--- src/rtl/mtp_pkg.sv ---
package mtp_pkg;

  typedef enum logic [2:0] {
    M_STANDBY, M_INHIBIT, M_OUTDIS, M_READ,
    M_IDENT, M_PROG, M_ERASE, M_BLOCKED
  } mtp_mode_e;

  localparam logic [7:0] MFR_CODE = 8'hBF;

  // Mode from pin levels; chip select dominates, then the supply flag.
  function automatic mtp_mode_e decode_mode(input logic ce_n, input logic oe_n,
                                            input logic vpp_hi, input logic a9_hi);
    if (ce_n)             return vpp_hi ? M_INHIBIT : M_STANDBY;
    if (vpp_hi && oe_n)   return a9_hi ? M_ERASE : M_PROG;
    if (vpp_hi)           return M_BLOCKED;
    if (oe_n)             return M_OUTDIS;
    return a9_hi ? M_IDENT : M_READ;
  endfunction

  function automatic logic [7:0] device_code(input int variant);
    case (variant)
      0:       return 8'hA4;
      1:       return 8'hA5;
      default: return 8'hA6;
    endcase
  endfunction

  // Cells can only be cleared by programming.
  function automatic logic [7:0] prog_merge(input logic [7:0] old_b, input logic [7:0] new_b);
    return old_b & new_b;
  endfunction

endpackage

--- src/rtl/mtp_out_stage.sv ---
module mtp_out_stage
  import mtp_pkg::*;
#(
  parameter int ADDR_W  = 10,
  parameter int VARIANT = 2
) (
  input  logic              clk,
  input  logic              rst_n,
  input  mtp_mode_e         mode,
  input  logic [ADDR_W-1:0] addr,
  input  logic [7:0]        rd_data,
  output logic [7:0]        dout,
  output logic              dout_en
);

  localparam logic [7:0] DEV_CODE = device_code(VARIANT);

  // Identification byte: only bit 0 selects; bit 9 is the high-voltage line.
  function automatic logic [7:0] ident_value(input logic [ADDR_W-1:0] a);
    logic clean;
    clean = 1'b1;
    for (int i = 1; i < ADDR_W; i++)
      if (i != 9 && a[i]) clean = 1'b0;
    if (!clean) return 8'h00;
    return a[0] ? DEV_CODE : MFR_CODE;
  endfunction

  logic [7:0] id_byte;
  assign id_byte = ident_value(addr);

  always_ff @(posedge clk or negedge rst_n) begin
    if (!rst_n) begin
      dout    <= 8'h00;
      dout_en <= 1'b0;
    end else begin
      case (mode)
        M_READ:  begin dout <= rd_data; dout_en <= 1'b1; end
        M_IDENT: begin dout <= id_byte; dout_en <= 1'b1; end
        default: begin dout <= 8'h00;   dout_en <= 1'b0; end
      endcase
    end
  end

  AST_ID_MFR_BYTE: assert property (@(posedge clk) disable iff (!rst_n)
    (mode == M_IDENT && addr == '0) |=> (dout == 8'hBF) && dout_en);
  AST_DISABLED_ZERO: assert property (@(posedge clk) disable iff (!rst_n)
    !dout_en |-> (dout == 8'h00));

endmodule

--- config.mk ---
export PLATFORM = sky130hd
export DESIGN_NAME = mtp_out_stage
export DESIGN_NICKNAME = d
export VERILOG_FILES = /design/src/rtl/mtp_pkg.sv /design/src/rtl/mtp_out_stage.sv
export SDC_FILE = /design/constraint.sdc
export NUM_CORES = 1
export LEC_CHECK = 0
export CORE_AREA = 2 2 39 41
export DETAILED_ROUTE_END_ITERATION = 10
export DIE_AREA = 0 0 41 43
export DONT_BUFFER_PORTS = 1
export MAX_ROUTING_LAYER = met4
export PLACE_DENSITY_LB_ADDON = 0.05
export SYNTH_ARGS = -nofsm -noshare
export SYNTH_HDL_FRONTEND = slang
export SYNTH_SLANG_ARGS = --single-unit
--- constraint.sdc ---
create_clock -name clk -period 0.8 [get_ports clk]
set_input_delay 0.16 -clock clk [delete_from_list [all_inputs] [get_ports clk]]
set_output_delay 0.16 -clock clk [all_outputs]
set_load 0.02 [all_outputs]
-- Yosys cells after proc, flatten, opt, wreduce, memory -nomap -nowiden
Cells that the tools add are included.
- equal/unequal tests: 2
- reduce and logical (&&, ||, !) cells: 1
- mux-type cells: 12
- operators with widths (operator ; number):
    $pmux W8 S2 ; 1
    $mux W1 ; 9
    $mux W8 ; 1
    $mux W5 ; 1
    $eq A3 B2 Y1 const B ; 1
    $eq A3 B3 Y1 const B ; 1
    $reduce_or A2 Y1 ; 1
- bits in registers: 9
- bits of input ports: 23
- logic and storage cells: 17
- output and inout port bits: 9

-- Depth between registers and ports, before layout
Gate-level depths: netlist of run 1.
- depth in word-level cells: 10
- depth in mapped cells: 4
- depth with buffers taken out: 3

-- Least setup slack after synthesis of run 1
Ideal clock, no wire load.
- path kind: input to register
- start: input mode[1]
- end: register dout[0]
- setup time: 0.077 ns
- path buffers: 0
- arrival time: 0.839 ns
- data required time: 0.723 ns
- cell stages on the path: 3
- path slack: -0.115 ns
- cells stage by stage: or3b_1 nand3b_4 o21ai_1
- word-level cells in the longest chain between the ends: 2
- elaborated cells between the ends (all ways): 3
- those cells by class: eq/ne (2); mux (1)
- RTL lines (what ; RTL line ; RTL):
    from (decl) ; mtp_out_stage.sv:9 ; input mtp_mode_e mode,
    $eq A3 B3 Y1 or $eq A3 B2 Y1 (tied branches) ; mtp_out_stage.sv:36 ; case (mode)
    $pmux W8 S2 (*) ; mtp_out_stage.sv:36 ;
    to (signal assigned) ; mtp_out_stage.sv:37 ; M_READ: begin dout <= rd_data; dout_en <= 1'b1; end
    to (signal assigned) ; mtp_out_stage.sv:38 ; M_IDENT: begin dout <= id_byte; dout_en <= 1'b1; end
    to (signal assigned) ; mtp_out_stage.sv:39 ; default: begin dout <= 8'h00; dout_en <= 1'b0; end
    to (decl) ; mtp_out_stage.sv:12 ; output logic [7:0] dout,
Every way passes the cells marked *; elsewhere a longest branch is shown, timed or not.

-- Worst setup path after layout of run 1
- start: register dout_en
- end: output dout_en
- RTL lines (what ; RTL line ; RTL):
    from (decl) ; mtp_out_stage.sv:13 ; output logic dout_en
    from (signal assigned) ; mtp_out_stage.sv:34 ; dout_en <= 1'b0;
    from (signal assigned) ; mtp_out_stage.sv:37 ;
    from (signal assigned) ; mtp_out_stage.sv:38 ;
No word-level cell between the ends.

==> flow_summary.json, run 1 <==
{
  "rsz0062_at_grt": "true",
  "instances_no_fill": 52,
  "fmax_mhz": 1160,
  "core_region_area_um2": 1380,
  "synth_seq_area_share_pct": 60.0,
  "place_area_um2": 392,
  "num_vias": 243,
  "cts.clk_slew.worst_paths_ps": 60,
  "pre_cts_ws_ps": -198,
  "area_growth_syn_to_layout_pct": 19.7,
  "synth_top_area_share_pct": 60.0,
  "fin_crit_ps": 862,
  "synth_top_family_by_area": "simple AND/OR/NAND/NOR gates",
  "synth.largest_area_cell": "dfrtp_1",
  "start_util_pct": 27.1,
  "synth_cell_type_count": 12,
  "synth-xor-area-share_pct": 0,
  "synth_simple_gate_area_share_pct": 34.0,
  "wl_per_cell_um": 13.2,
  "power_density_nw_per_um2": 1970,
  "critPathLaunch": "dout_en$_DFF_PN0_",
  "drive_above_1_share_pct": 47.2,
  "die_w_um": 41,
  "antenna_found_initial": 0,
  "ir_worst_vdd_uv": 661,
  "crit_type": "reg -> out",
  "fin_nets": 60,
  "std_cell_rows": 14,
  "multi_input_area_um2": 146,
  "tns_ps": -515,
  "synth_area_um2": 375,
  "seq_area_um2": 236,
  "grt_usage_pct": 9.09,
  "postCtsSetupRepairBufs": 0,
  "drcViolationCount": 0,
  "synth_fa_ha_area_share_pct": 0,
  "min-delay-start": "rd_data[7]",
  "cp-end-kind": "primary output",
  "start_kind": "flip-flop",
  "tightest_slew_ps": 386,
  "placed_cells": 46,
  "syn_inst": 31,
  "fin_crit_sh_pct": 108,
  "violations": "negative setup slack",
  "fp.dieH_um": 43,
  "cts_buffers": 3,
  "slew_viol_final": 0,
  "htree_num_levels": 1,
  "cts_tree": "built",
  "dieArea_um2": 1760,
  "ant_nets": 0,
  "cts_num_sinks": 9,
  "ioPinCount": 32,
  "holdWs_ps": 9.57,
  "setup-violations-final": 9,
  "status": "finished, violations left",
  "syn_nets": 54,
  "diodes": 0,
  "clockRootBuffer": "clkbuf_4",
  "finalHoldViolCount": 0,
  "synth-seq-cells": 9,
  "first_pass_iters": 2,
  "post-dp-hpwl_um": 585,
  "wl_um": 688,
  "synth-compound-area-share_pct": 5.00,
  "synth_warnings": 0,
  "grt_pass1_wl_um": 959,
  "cp.arrival_ps": 700,
  "hold_class": "in -> reg",
  "fillers": 141,
  "overflow": 0,
  "gp_congestion": 0.527,
  "worstPathRequired_ps": 640,
  "portBuffers": 0,
  "setup_ws_ps": -61.7,
  "synthTopCellsByArea": "dfrtp_1 (60%), nand2_1 (11%), nor4_4 (5.7%)",
  "crit_fanout": 1,
  "max-cap-violations": 0,
  "grt_pass1_vias": 234,
  "viasPerCell": 4.67,
  "synth_mux_area_share_pct": 0,
  "first_iter_violations": 4,
  "max-slew-margin-rel_pct": 74.2,
  "leakagePower_uw": 0.000226,
  "grt_max_degree": 10,
  "design_area_um2": 449,
  "clk_path_buf_depth": 2,
  "synth_area_per_cell_um2": 12.1
}
cell type report:
type	instances	share of cell area, %
clock buffers	4	5.85
multi-input cells	21	32.6
well taps	16	4.46
flip-flops and latches	9	52.6
repair buffers	2	4.46
sequential cells by signal (all words and copies together), names as in the netlist:
register  flops
dout_en       1
dout          8
what timing repair did:
item,in CTS,in global routing
hold buffers,2,0
resized for setup,4,5
hold endpoints to repair,12,0
gates cloned,0,0
setup endpoints to repair,9,9
per-layer routing:
layer | up-vias | part of all wire [%] | global-route usage [%]
li1 | 112 | - | -
met1 | 112 | 35 | 10.1
met2 | 19 | 49 | 12.2
met3 | 0 | 16 | 6.28
met4 | 0 | 0 | 4.00
met5 | - | 0 | -
cell families (layout without fill, tap and decap cells):
| logic type | count (synthesis) | after routing |
|---|---|---|
| compound gates | 3 | 3 |
| buf+inv | 1 | 6 |
| flops | 9 | 9 |
| simple gates | 18 | 18 |
worst paths after layout:
kind	slack (ps)	cells past startpoint	endpoint
min in group asynchronous	260	1	dout[1]$_DFF_PN0_
max in group asynchronous	240	1	dout[0]$_DFF_PN0_
worst max-delay path	-60	0	dout_en
worst min-delay path	10	2	dout[7]$_DFF_PN0_
power breakdown:
| group | internal, µW | switching [µW] |
|---|---|---|
| Sequential | 472 | 23.5 |
| Combinational | 22.4 | 23.0 |
| Clock | 192 | 153 |
| Total | 686 | 200 |
stage by stage:
| step | utilization (%) | power [µW] |
|---|---|---|
| 6_report | 32.5 | 885 |
| 5_1_grt | 32.5 | 943 |
| 4_1_cts | 32.0 | 901 |
| 3_5_place_dp | 28.3 | 531 |
| 3_3_place_gp | 28.3 | 530 |
| 2_1_floorplan | - | 529 |
synthesized netlist by cell type, drive strengths merged:
library cell	n
nand3b	1
and3b	1
and2	1
o21ai	3
nand2	11
or2b	1
nor4	2
or3b	1
clkbuf	1
dfrtp	9
layout by cell type (no fill, tap or decap):
cell           instances
clkbuf_4               3
o21ai_2                1
clkbuf_1               1
or2b_1                 1
dlygate4sd3_1          2
nand3b_4               1
nand2_1               11
nor4_4                 1
nor4_2                 1
o21ai_1                2
and3b_2                1
and2_1                 1
or3b_1                 1
dfrtp_2                9
(Power assumes the default switching activity.)
==> run 2, diff against run 1 <==
--- a/config.mk
+++ b/config.mk
@@ -5,12 +5,12 @@
 export SDC_FILE = /design/constraint.sdc
 export NUM_CORES = 1
 export LEC_CHECK = 0
+export BUFFER_PORTS_ARGS = -buffer_cell sky130_fd_sc_hd__buf_2
 export CORE_AREA = 2 2 39 41
 export DETAILED_ROUTE_END_ITERATION = 10
 export DIE_AREA = 0 0 41 43
-export DONT_BUFFER_PORTS = 1
 export MAX_ROUTING_LAYER = met4
-export PLACE_DENSITY_LB_ADDON = 0.05
+export PLACE_DENSITY = 0.72
 export SYNTH_ARGS = -nofsm -noshare
 export SYNTH_HDL_FRONTEND = slang
 export SYNTH_SLANG_ARGS = --single-unit
==> run 2 against run 1 <==
The flow still finishes with violations (negative setup slack). Global-route usage is 0.79 points higher. Design area is 45% higher. Wire length is 9.4% higher. Clock-buffer cell count stayed put. Sequential power is 4% lower. Combinational power grew to 3.4 times the previous value. Critical path depth is 1 higher. Setup slack worse by 63 ps. Sequential cell count stayed put. Clock power is 5% lower. Via count is 45% higher. Largest cell class unchanged. Largest power group unchanged.
==> flow_summary.json, run 2 (same netlist as run 1, synthesis figures left out) <==
{
  "drive_above_1_share_pct": 63.1,
  "finalHoldViolCount": 0,
  "dieArea_um2": 1760,
  "cp.arrival_ps": 760,
  "utilization_pct": 47.0,
  "layout_common_cells": "buf_2 (20), nand2_1 (11), buf_6 (10)",
  "top_regs": "dout: 8 flops, dout_en: 1 flops",
  "status": "finished, violations left",
  "htree_num_levels": 1,
  "p_sw_uw": 212,
  "largest_reg_flops": 8,
  "antenna_found_initial": 0,
  "core_region_area_um2": 1380,
  "fin_crit_sh_pct": 116,
  "overflow": 0,
  "tns_ps": -972,
  "fp.dieH_um": 43,
  "drcViolationCount": 0,
  "cts_buffers": 3,
  "leakagePower_uw": 0.000380,
  "layout_commonest_cell": "buf_2",
  "postCtsSetupRepairBufs": 0,
  "rsz0062_at_grt": "true",
  "first_pass_iters": 4,
  "max-slew-margin-rel_pct": 77.8,
  "wl_per_cell_um": 9.30,
  "crit_fanout": 1,
  "ir_worst_vdd_uv": 383,
  "cts_tree": "built",
  "wl_um": 753,
  "path_delay_family": "flip-flops",
  "std_cell_rows": 14,
  "combPwrFrac_pct": 16.1,
  "area_growth_syn_to_layout_pct": 73.3,
  "worstPathRequired_ps": 640,
  "worst-path-buf-inv": 1,
  "min-delay-start": "rd_data[2]",
  "fin_crit_ps": 925,
  "cts.clk_slew.worst_paths_ps": 60,
  "holdPathEnd": "dout[2]$_DFF_PN0_",
  "slowest_delay_ps": 380,
  "fin_nets": 89,
  "diodes": 0,
  "grt_pass1_wl_um": 1090,
  "crit_slowest_cell": "dfrtp_1",
  "pre_cts_ws_ps": -267,
  "ioPinCount": 32,
  "violations": "negative setup slack",
  "clockRootBuffer": "clkbuf_4",
  "crit_type": "reg -> out",
  "gp_congestion": 0.615,
  "first_iter_violations": 2,
  "viasPerCell": 4.35,
  "cp-end-kind": "primary output",
  "die_w_um": 41,
  "start_kind": "flip-flop",
  "grt_max_degree": 10,
  "multi_input_area_um2": 156,
  "ant_nets": 0,
  "start_util_pct": 27.1,
  "portBuffers": 30,
  "slew_viol_final": 0,
  "cts_num_sinks": 9,
  "holdWs_ps": 107,
  "hold_class": "in -> reg",
  "seq_area_um2": 225,
  "max-cap-violations": 0,
  "power_density_nw_per_um2": 1470,
  "switching_share_pct": 22.1,
  "clkPwrFrac_pct": 34.2,
  "num_vias": 352,
  "finalPower_uw": 957,
  "tightest_slew_ps": 331,
  "grt_usage_pct": 9.89,
  "fillers": 139,
  "path_cells": "buf_6",
  "regMostFlops": "dout",
  "pwr-share-seq_pct": 49.7,
  "clk_path_buf_depth": 2,
  "hold_depth": 3,
  "setup-violations-final": 9,
  "fmax_mhz": 1080,
  "grt_pass1_vias": 313,
  "setup_ws_ps": -125,
  "p_int_uw": 745
}
[run 2: changes by cell type in the layout (fill, tap and decap cells not counted)]
cell	change
or3b_1	-1
dlygate4sd3_1	-1
o21ai_1	-2
buf_2	+20
o21ai_2	+2
or3b_4	+1
dfrtp_2	-9
buf_6	+10
dfrtp_1	+9
[run 2: worst max path at each step]
stage / startpoint / endpoint / slack (ps) / depth (start not counted)
detailed placement: mode[1] / dout[0]$_DFF_PN0_ / -270 / 4
floorplan: mode[1] / dout[0]$_DFF_PN0_ / -110 / 3
finish: dout_en$_DFF_PN0_ / dout_en / -120 / 1
global placement: mode[1] / dout[4]$_DFF_PN0_ / -240 / 4
CTS: dout_en$_DFF_PN0_ / dout_en / -130 / 1
global route: dout_en$_DFF_PN0_ / dout_en / -150 / 1
[run 2: layout make-up]
class                   count  area share [%]
flip-flops and latches      9            34.6
repair buffers             31            34.2
clock buffers               4            4.04
multi-input cells          21            24.0
well taps                  16            3.08
[run 2: through the flow]
step,instance area (µm²),cells
2_1_floorplan,385,31
3_3_place_gp,542,76
3_5_place_dp,542,76
4_1_cts,641,81
5_1_grt,651,81
6_report,651,81
[run 2: what timing repair did]
| action | in CTS | in global routing |
|---|---|---|
| pin swaps | 2 | 1 |
| resized for setup | 19 | 3 |
| endpoints found under the hold margin | 9 | 0 |
| gates cloned | 0 | 0 |
| hold buffers | 1 | 0 |
| setup endpoints to repair | 11 | 12 |
[run 2: layer usage]
metal	up-vias	part of all wire (%)	track usage, %
met3	2	12	4.71
met2	22	52	15.9
met4	0	0.80	8.00
li1	171	-	-
met1	157	35	7.67
met5	-	0	-
[run 2: power by group through the flow]
stage               combinational [µW]  clock, µW  sequential (µW)
floorplan                         30.0          0              499
global placement                   126          0              480
detailed placement                 129          0              480
CTS                                152        345              476
global route                       168        366              477
finish                             154        327              476
